<file path="src/rtl/mopr_pkg.sv">
// Shared mode encoding for the multiplier operand register stage.
// Assumes: codes are fixed at elaboration; code 3 is never legal.
package mopr_pkg;

    typedef enum logic [1:0] {
        OPM_PARALLEL = 2'd0,
        OPM_SHIFT    = 2'd1,
        OPM_LOOP     = 2'd2
    } opmode_e;

endpackage

</file>
<file path="src/rtl/mopr_cell.sv">
// One operand register with its static input source.
// What it does: loads the general input, the chain input or the feedback
// input, as chosen by MODE, under clock enable.
// Assumes: rst_n is synchronous and active low and takes priority over clr;
// clr takes priority over ce; the loopback load also needs loop_vld.
module mopr_cell
    import mopr_pkg::*;
#(
    parameter int      W    = 18,
    parameter opmode_e MODE = OPM_PARALLEL
) (
    input  logic         clk,
    input  logic         rst_n,
    input  logic         clr,
    input  logic         ce,
    input  logic [W-1:0] par_d,
    input  logic [W-1:0] chain_d,
    input  logic [W-1:0] loop_d,
    input  logic         loop_vld,
    output logic [W-1:0] q
);

    logic [W-1:0] next_d;
    logic         load;
    logic         unused_sink;

    // Inputs that this mode does not use are reduced into a sink.
    assign unused_sink = ^{par_d, chain_d, loop_d, loop_vld};

    // Pick the data source and the load condition for the configured mode.
    always_comb begin
        next_d = par_d;
        load   = ce;
        if (MODE == OPM_SHIFT) begin
            next_d = chain_d;
        end else if (MODE == OPM_LOOP) begin
            next_d = loop_d;
            load   = ce && loop_vld;
        end
    end

    // Operand register: reset, then clear, then a gated load.
    always_ff @(posedge clk) begin
        if (!rst_n) begin
            q <= '0;
        end else if (clr) begin
            q <= '0;
        end else if (load) begin
            q <= next_d;
        end
    end

endmodule

</file>
<file path="src/rtl/mopr_a_chain.sv">
// Bank of A operand registers. Lanes in shift mode form a delay line.
// What it does: each lane is parallel-loaded or takes the lane below it;
// lane 0 in shift mode takes shift_in. The last lane drives shift_out.
// Assumes: only codes 0 and 1 are legal for A lanes (checked at elaboration).
module mopr_a_chain
    import mopr_pkg::*;
#(
    parameter int             N     = 4,
    parameter int             W     = 18,
    parameter logic [2*N-1:0] MODES = '0
) (
    input  logic           clk,
    input  logic           rst_n,
    input  logic           clr,
    input  logic           ce,
    input  logic [N*W-1:0] par_d,
    input  logic [W-1:0]   shift_in,
    output logic [N*W-1:0] q,
    output logic [W-1:0]   shift_out
);

    for (genvar i = 0; i < N; i++) begin : g_lane
        localparam logic [1:0] CODE = MODES[2*i +: 2];
        localparam opmode_e    M    = opmode_e'(CODE);
        logic [W-1:0] link;

        // Elaboration check: A lanes accept parallel or shift only.
        if (CODE != 2'd0 && CODE != 2'd1) begin : g_bad_mode
            $error("A lane %0d: mode code %0d is not allowed", i, CODE);
        end

        // Chain source: shift_in feeds lane 0, otherwise the lane below.
        if (i == 0) begin : g_head
            assign link = shift_in;
        end else begin : g_body
            assign link = q[(i-1)*W +: W];
        end

        mopr_cell #(
            .W    (W),
            .MODE (M)
        ) u_cell (
            .clk      (clk),
            .rst_n    (rst_n),
            .clr      (clr),
            .ce       (ce),
            .par_d    (par_d[i*W +: W]),
            .chain_d  (link),
            .loop_d   ({W{1'b0}}),
            .loop_vld (1'b0),
            .q        (q[i*W +: W])
        );
    end

    // The chain tail leaves the slice for cascading.
    assign shift_out = q[(N-1)*W +: W];

endmodule

</file>
<file path="src/rtl/mopr_b_bank.sv">
// Bank of B operand registers. Lane 0 may take the product feedback.
// What it does: lanes load their general input in parallel; lane 0 in
// loopback mode loads the upper product half when feedback is valid.
// Assumes: shift is illegal on B and loopback is legal on lane 0 only,
// which limits the half slice to a single feedback path.
module mopr_b_bank
    import mopr_pkg::*;
#(
    parameter int             N     = 4,
    parameter int             W     = 18,
    parameter logic [2*N-1:0] MODES = '0
) (
    input  logic           clk,
    input  logic           rst_n,
    input  logic           clr,
    input  logic           ce,
    input  logic [N*W-1:0] par_d,
    input  logic [W-1:0]   fb_hi,
    input  logic           fb_vld,
    output logic [N*W-1:0] q
);

    for (genvar i = 0; i < N; i++) begin : g_lane
        localparam logic [1:0] CODE = MODES[2*i +: 2];
        localparam opmode_e    M    = opmode_e'(CODE);
        localparam bit         OK   = (CODE == 2'd0) || (CODE == 2'd2 && i == 0);

        // Elaboration check: B lanes never shift; only lane 0 loops back.
        if (!OK) begin : g_bad_mode
            $error("B lane %0d: mode code %0d is not allowed", i, CODE);
        end

        mopr_cell #(
            .W    (W),
            .MODE (M)
        ) u_cell (
            .clk      (clk),
            .rst_n    (rst_n),
            .clr      (clr),
            .ce       (ce),
            .par_d    (par_d[i*W +: W]),
            .chain_d  ({W{1'b0}}),
            .loop_d   (fb_hi),
            .loop_vld (fb_vld),
            .q        (q[i*W +: W])
        );
    end

endmodule

</file>
<file path="src/rtl/mult_opreg_half.sv">
// Operand register stage for one half multiply slice (four multipliers).
// What it does: registers the A and B operands under a static per-lane
// mode. The A lanes can form a tap-delay chain; B lane 0 can recirculate
// the upper half of the registered product.
// Assumes: prod_fb is the already-registered product of multiplier 0;
// modes are parameters; rst_n is synchronous and active low.
module mult_opreg_half
    import mopr_pkg::*;
#(
    parameter int               N      = 4,
    parameter int               W      = 18,
    parameter int               PROD_W = 2*W,
    parameter logic [2*N-1:0]   A_MODE = 8'b01_01_01_00,
    parameter logic [2*N-1:0]   B_MODE = 8'b00_00_00_10
) (
    input  logic              clk,
    input  logic              rst_n,
    input  logic              clr,
    input  logic              ce,
    input  logic [N*W-1:0]    a_in,
    input  logic [N*W-1:0]    b_in,
    input  logic [W-1:0]      shift_in,
    input  logic [PROD_W-1:0] prod_fb,
    input  logic              prod_fb_vld,
    output logic [N*W-1:0]    a_out,
    output logic [N*W-1:0]    b_out,
    output logic [W-1:0]      shift_out
);

    localparam int FB_LSB = PROD_W - W;

    logic [W-1:0] fb_hi;
    logic         unused_fb_lo;

    // Feedback takes the most significant W bits of the product.
    assign fb_hi        = prod_fb[PROD_W-1 -: W];
    assign unused_fb_lo = ^prod_fb[FB_LSB-1:0];

    mopr_a_chain #(
        .N     (N),
        .W     (W),
        .MODES (A_MODE)
    ) u_a_chain (
        .clk       (clk),
        .rst_n     (rst_n),
        .clr       (clr),
        .ce        (ce),
        .par_d     (a_in),
        .shift_in  (shift_in),
        .q         (a_out),
        .shift_out (shift_out)
    );

    mopr_b_bank #(
        .N     (N),
        .W     (W),
        .MODES (B_MODE)
    ) u_b_bank (
        .clk    (clk),
        .rst_n  (rst_n),
        .clr    (clr),
        .ce     (ce),
        .par_d  (b_in),
        .fb_hi  (fb_hi),
        .fb_vld (prod_fb_vld),
        .q      (b_out)
    );

endmodule

</file>
<file path="config.mk">
export PLATFORM = sky130hd
export DESIGN_NAME = mult_opreg_half
export DESIGN_NICKNAME = d
export VERILOG_FILES = /design/src/rtl/mopr_pkg.sv /design/src/rtl/mopr_cell.sv /design/src/rtl/mopr_a_chain.sv /design/src/rtl/mopr_b_bank.sv /design/src/rtl/mult_opreg_half.sv
export SDC_FILE = /design/constraint.sdc
export NUM_CORES = 1
export LEC_CHECK = 0
export BUFFER_PORTS_ARGS = -buffer_cell sky130_fd_sc_hd__buf_2
export CORE_AREA = 5 5 138 140
export CTS_CLUSTER_DIAMETER = 100
export DETAILED_ROUTE_END_ITERATION = 16
export DIE_AREA = 0 0 143 145
export PLACE_DENSITY = 0.7
export SLEW_MARGIN = 25
export SYNTH_ARGS = -nofsm -noshare
export SYNTH_HDL_FRONTEND = slang
export SYNTH_SLANG_ARGS = --single-unit
</file>
<file path="constraint.sdc">
create_clock -name clk -period 1.4 [get_ports clk]
set_clock_uncertainty 0.05 [all_clocks]
set_input_delay 0.21 -clock clk [delete_from_list [all_inputs] [get_ports clk]]
set_output_delay 0.21 -clock clk [all_outputs]
set_load 0.01 [all_outputs]
</file>
==> impl_metrics.xml <==
<?xml version="1.0" encoding="UTF-8"?>
<metrics>
  <group name="yosys">
    <metric name="syn-cell-area" unit="um2">5441</metric>
    <metric name="synth_commonest_cells" unit="">dfxtp_1, mux2i_1, nor2_1</metric>
    <metric name="synth.top_cells.by_area" unit="">dfxtp_1, mux2i_1, nor2_1</metric>
    <metric name="synth_top_cell_area_share" unit="">0.5298</metric>
    <metric name="synth_area_leader_cell" unit="">dfxtp_1</metric>
    <metric name="synth_fp_nets" unit="">710</metric>
    <metric name="synth_top_flop_cell" unit="">dfxtp_1</metric>
    <metric name="yosys.cell_count.top_type" unit="">dfxtp_1</metric>
    <metric name="netlist-cell-type-count" unit="">14</metric>
    <metric name="postSynthRegisterBits" unit="">144</metric>
    <metric name="synth_edf_count" unit="">0</metric>
    <metric name="async_sr_flop_fraction" unit="">0</metric>
    <metric name="synth.avg_cell_area" unit="um2">10.73</metric>
    <metric name="synth-warning-count" unit="">0</metric>
    <metric name="syn-instance-count" unit="">507</metric>
    <metric name="yosysSeqAreaShare" unit="">0.5298</metric>
  </group>
  <group name="route">
    <metric name="drc" unit="">0</metric>
    <metric name="vias" unit="">4619</metric>
    <metric name="detailroute.wirelength.met2" unit="um">6917</metric>
    <metric name="drt-initial-drc-count" unit="">145</metric>
    <metric name="drt_first_pass_iters" unit="">5</metric>
    <metric name="drt-met1-wl" unit="um">6265</metric>
    <metric name="avgRoutedWirePerCell" unit="um">14.16</metric>
    <metric name="drt.antenna.violating_nets" unit="">0</metric>
    <metric name="detail_route.wirelength" unit="um">15080</metric>
    <metric name="via_per_inst" unit="">4.337</metric>
    <metric name="met3RoutedLength" unit="um">1590</metric>
    <metric name="dr.max_layer_used" unit="">met4</metric>
  </group>
  <group name="worst_setup_path">
    <metric name="reg2regPathDepth" unit="">2</metric>
    <metric name="r2r_end" unit="">u_b_bank.g_lane[0].u_cell.q[17]</metric>
    <metric name="r2r_slack" unit="ps">570</metric>
    <metric name="worst-path-max-fanout" unit="">3</metric>
    <metric name="timing.critical_path.required" unit="ps">1140</metric>
    <metric name="crit_path_buf_inv_count" unit="">1</metric>
    <metric name="critical_path.slowest_cell" unit="">dfxtp_1</metric>
    <metric name="startpoint" unit="">u_a_chain.g_lane[2].u_cell.q[9]</metric>
    <metric name="cell_chain_critical_path" unit="">buf_2</metric>
    <metric name="setup.worst_path.start_class" unit="">flip-flop</metric>
    <metric name="end_kind" unit="">output pin</metric>
    <metric name="cpLargestDelayFamily" unit="">flip-flops</metric>
    <metric name="worst_r2r_startpoint" unit="">u_b_bank.g_lane[0].u_cell.q[17]</metric>
    <metric name="path_class" unit="">flip-flop to output pin</metric>
    <metric name="critical_path.max_stage_delay" unit="ps">410</metric>
    <metric name="capture_point_of_the_critical_path" unit="">a_out[45]</metric>
    <metric name="worst-endpoint-arrival" unit="ps">990</metric>
    <metric name="critical_path_cell_count" unit="">1</metric>
  </group>
  <group name="sta">
    <metric name="rsz0062_at_grt" unit="">no</metric>
    <metric name="finalHoldViolations" unit="">0</metric>
    <metric name="worst-slew-pin-transition" unit="ps">309.3</metric>
    <metric name="slew_violations" unit="">0</metric>
    <metric name="finalCritPeriodShare" unit="">0.8909</metric>
    <metric name="setup_violations" unit="">0</metric>
    <metric name="period_minus_slack" unit="ps">1247</metric>
    <metric name="fmax" unit="MHz">801.8</metric>
    <metric name="timing.max_slew.rel_slack" unit="">0.7938</metric>
    <metric name="total_negative_slack_for_setup_checks" unit="ps">0</metric>
  </group>
  <group name="global_routing">
    <metric name="antenna_found_initial" unit="">0</metric>
    <metric name="grt_overflow_total" unit="">0</metric>
    <metric name="largest_net_degree_at_the_start_of_global_routing" unit="">69</metric>
    <metric name="grt_pass1_vias" unit="">4720</metric>
    <metric name="grt_first_pass_wirelength" unit="um">24140</metric>
    <metric name="grt_util_all_layers" unit="">0.1439</metric>
  </group>
  <group name="clocking">
    <metric name="numClockSinks" unit="">144</metric>
    <metric name="cts_htree_levels" unit="">4</metric>
    <metric name="cts.repair.resized" unit="">0</metric>
    <metric name="worstSkewPairLatency" unit="ps">410</metric>
    <metric name="clock_path_buffers" unit="">2</metric>
    <metric name="clk_pin_slew_worst_paths" unit="ps">60</metric>
    <metric name="tritoncts" unit="">done</metric>
    <metric name="tritoncts.num_buffers" unit="">17</metric>
    <metric name="cts-root-buf" unit="">clkbuf_16</metric>
  </group>
  <group name="layout">
    <metric name="syn2layout_area_growth" unit="%">51.05</metric>
    <metric name="fillerInstances" unit="">1629</metric>
    <metric name="layoutNonFillerInstCount" unit="">1065</metric>
    <metric name="antennaDiodeCount" unit="">0</metric>
    <metric name="design.final.nets" unit="">1026</metric>
    <metric name="layout_cell_share_with_drive_strength_beyond_1" unit="">0.3876</metric>
  </group>
  <group name="floorplanning">
    <metric name="placement_rows" unit="">49</metric>
    <metric name="num_io_pins" unit="">365</metric>
    <metric name="die-area" unit="um2">20740</metric>
    <metric name="initial_utilization" unit="">0.3071</metric>
    <metric name="design.core.area" unit="um2">17720</metric>
    <metric name="chipHeight" unit="um">145</metric>
    <metric name="die_width" unit="um">143</metric>
  </group>
  <group name="placed_design">
    <metric name="dpl.cell_count" unit="">956</metric>
    <metric name="hpwl" unit="um">9988</metric>
    <metric name="numPortBuffers" unit="">256</metric>
    <metric name="place_congestion" unit="">0.7333</metric>
  </group>
  <group name="power_and_ir_drop">
    <metric name="power_frac_clock" unit="">0.490</metric>
    <metric name="max-vdd-ir-drop" unit="mV">0.7452</metric>
    <metric name="cellInternalPower" unit="mW">7.874</metric>
    <metric name="power.static_leakage" unit="nW">4.150</metric>
    <metric name="pwr-share-seq" unit="">0.419</metric>
    <metric name="p_sw_frac" unit="">0.2201</metric>
    <metric name="pwr_density_cell" unit="nW/um2">1228</metric>
    <metric name="p_sw" unit="mW">2.223</metric>
    <metric name="power.combinational.fraction" unit="">0.091</metric>
  </group>
  <group name="flow_run">
    <metric name="drv_cap" unit="">0</metric>
  </group>
  <group name="outcome">
    <metric name="outcome" unit="">completed</metric>
  </group>
  <group name="hold_path">
    <metric name="min_path_type" unit="">primary input to flip-flop</metric>
  </group>
</metrics>
what timing repair did:
action	CTS	global route
buffers inserted	0	0
hold buffers	77	0
endpoints found under the hold margin	77	0
cell usage in the layout, fill, tap and decap left out, types with 2 or more instances in the layout:
cell type        n
inv_6            2
buf_4           13
mux2i_1        126
nor2_1         126
a21oi_1         18
dlygate4sd3_1   77
buf_2          255
clkinv_4         3
buf_12           7
bufinv_16        5
dfxtp_1        144
a21bo_2         18
clkbuf_16       17
clkbuf_1         3
nand3_1         18
flip-flops by register name (all words and copies together) (netlist names):
register / count
u_a_chain.g_lane.u_cell.q: 72
u_b_bank.g_lane.u_cell.q: 72
power groups by stage:
stage,logic [mW],registers (mW),clock network (mW)
2_1_floorplan,0.431,4.36,0
3_3_place_gp,0.742,4.31,0
3_5_place_dp,0.749,4.32,0
4_1_cts,0.915,4.23,5.09
5_1_grt,1.00,4.24,5.29
6_report,0.922,4.23,4.95
worst min path at each step:
stage	slack, ps	endpoint	startpoint	depth (start not counted)
2_1_floorplan	310	u_a_chain.g_lane[0].u_cell.q[0]	a_in[0]	2
3_3_place_gp	390	u_b_bank.g_lane[3].u_cell.q[9]	b_in[63]	3
5_1_grt	4	u_b_bank.g_lane[2].u_cell.q[13]	b_in[49]	3
4_1_cts	0.2	u_b_bank.g_lane[2].u_cell.q[13]	b_in[49]	3
3_5_place_dp	400	u_a_chain.g_lane[0].u_cell.q[2]	a_in[2]	3
6_report	20	u_a_chain.g_lane[0].u_cell.q[11]	a_in[11]	3
cell type report:
type / instances / area (um2) / area share
Timing Repair Buffer: 353 / 2298 / 0.2796
Multi-Input combinational cell: 307 / 2108 / 0.2565
Clock inverter: 12 / 206.4 / 0.02512
Clock buffer: 20 / 436.7 / 0.05313
Tap cell: 229 / 286.5 / 0.03486
Sequential cell: 144 / 2883 / 0.3507
metal layers:
metal  track usage  vias to the layer above
li1              -                     2312
met3       0.06088                       25
met2        0.2368                      202
met5             0                        -
met4       0.05228                        0
met1        0.1663                     2080
kinds of logic (layout without fill, tap and decap cells):
family | count (synthesis) | in the layout | synth area share
flip-flops | 144 | 144 | 0.5298
buffers and inverters | 56 | 385 | 0.08416
AND/OR/NAND/NOR | 145 | 145 | 0.1046
multiplexers | 126 | 126 | 0.2318
AO/OA/AOI/OAI | 36 | 36 | 0.04967
stage by stage:
step	worst slack [ps]	total power [mW]	util	hold WS [ps]	cell area (um2)
after global routing	90.76	10.53	0.4639	4.283	8219
after global placement	207.3	5.056	0.3841	391.5	6805
after detailed placement	176.8	5.065	0.3841	401.7	6805
after CTS	116.7	10.23	0.4639	0.1536	8219
after floorplan	352.1	4.786	-	307.2	5441
final	152.8	10.10	0.4639	19.25	8219
Power figures use the tool's default switching activity.
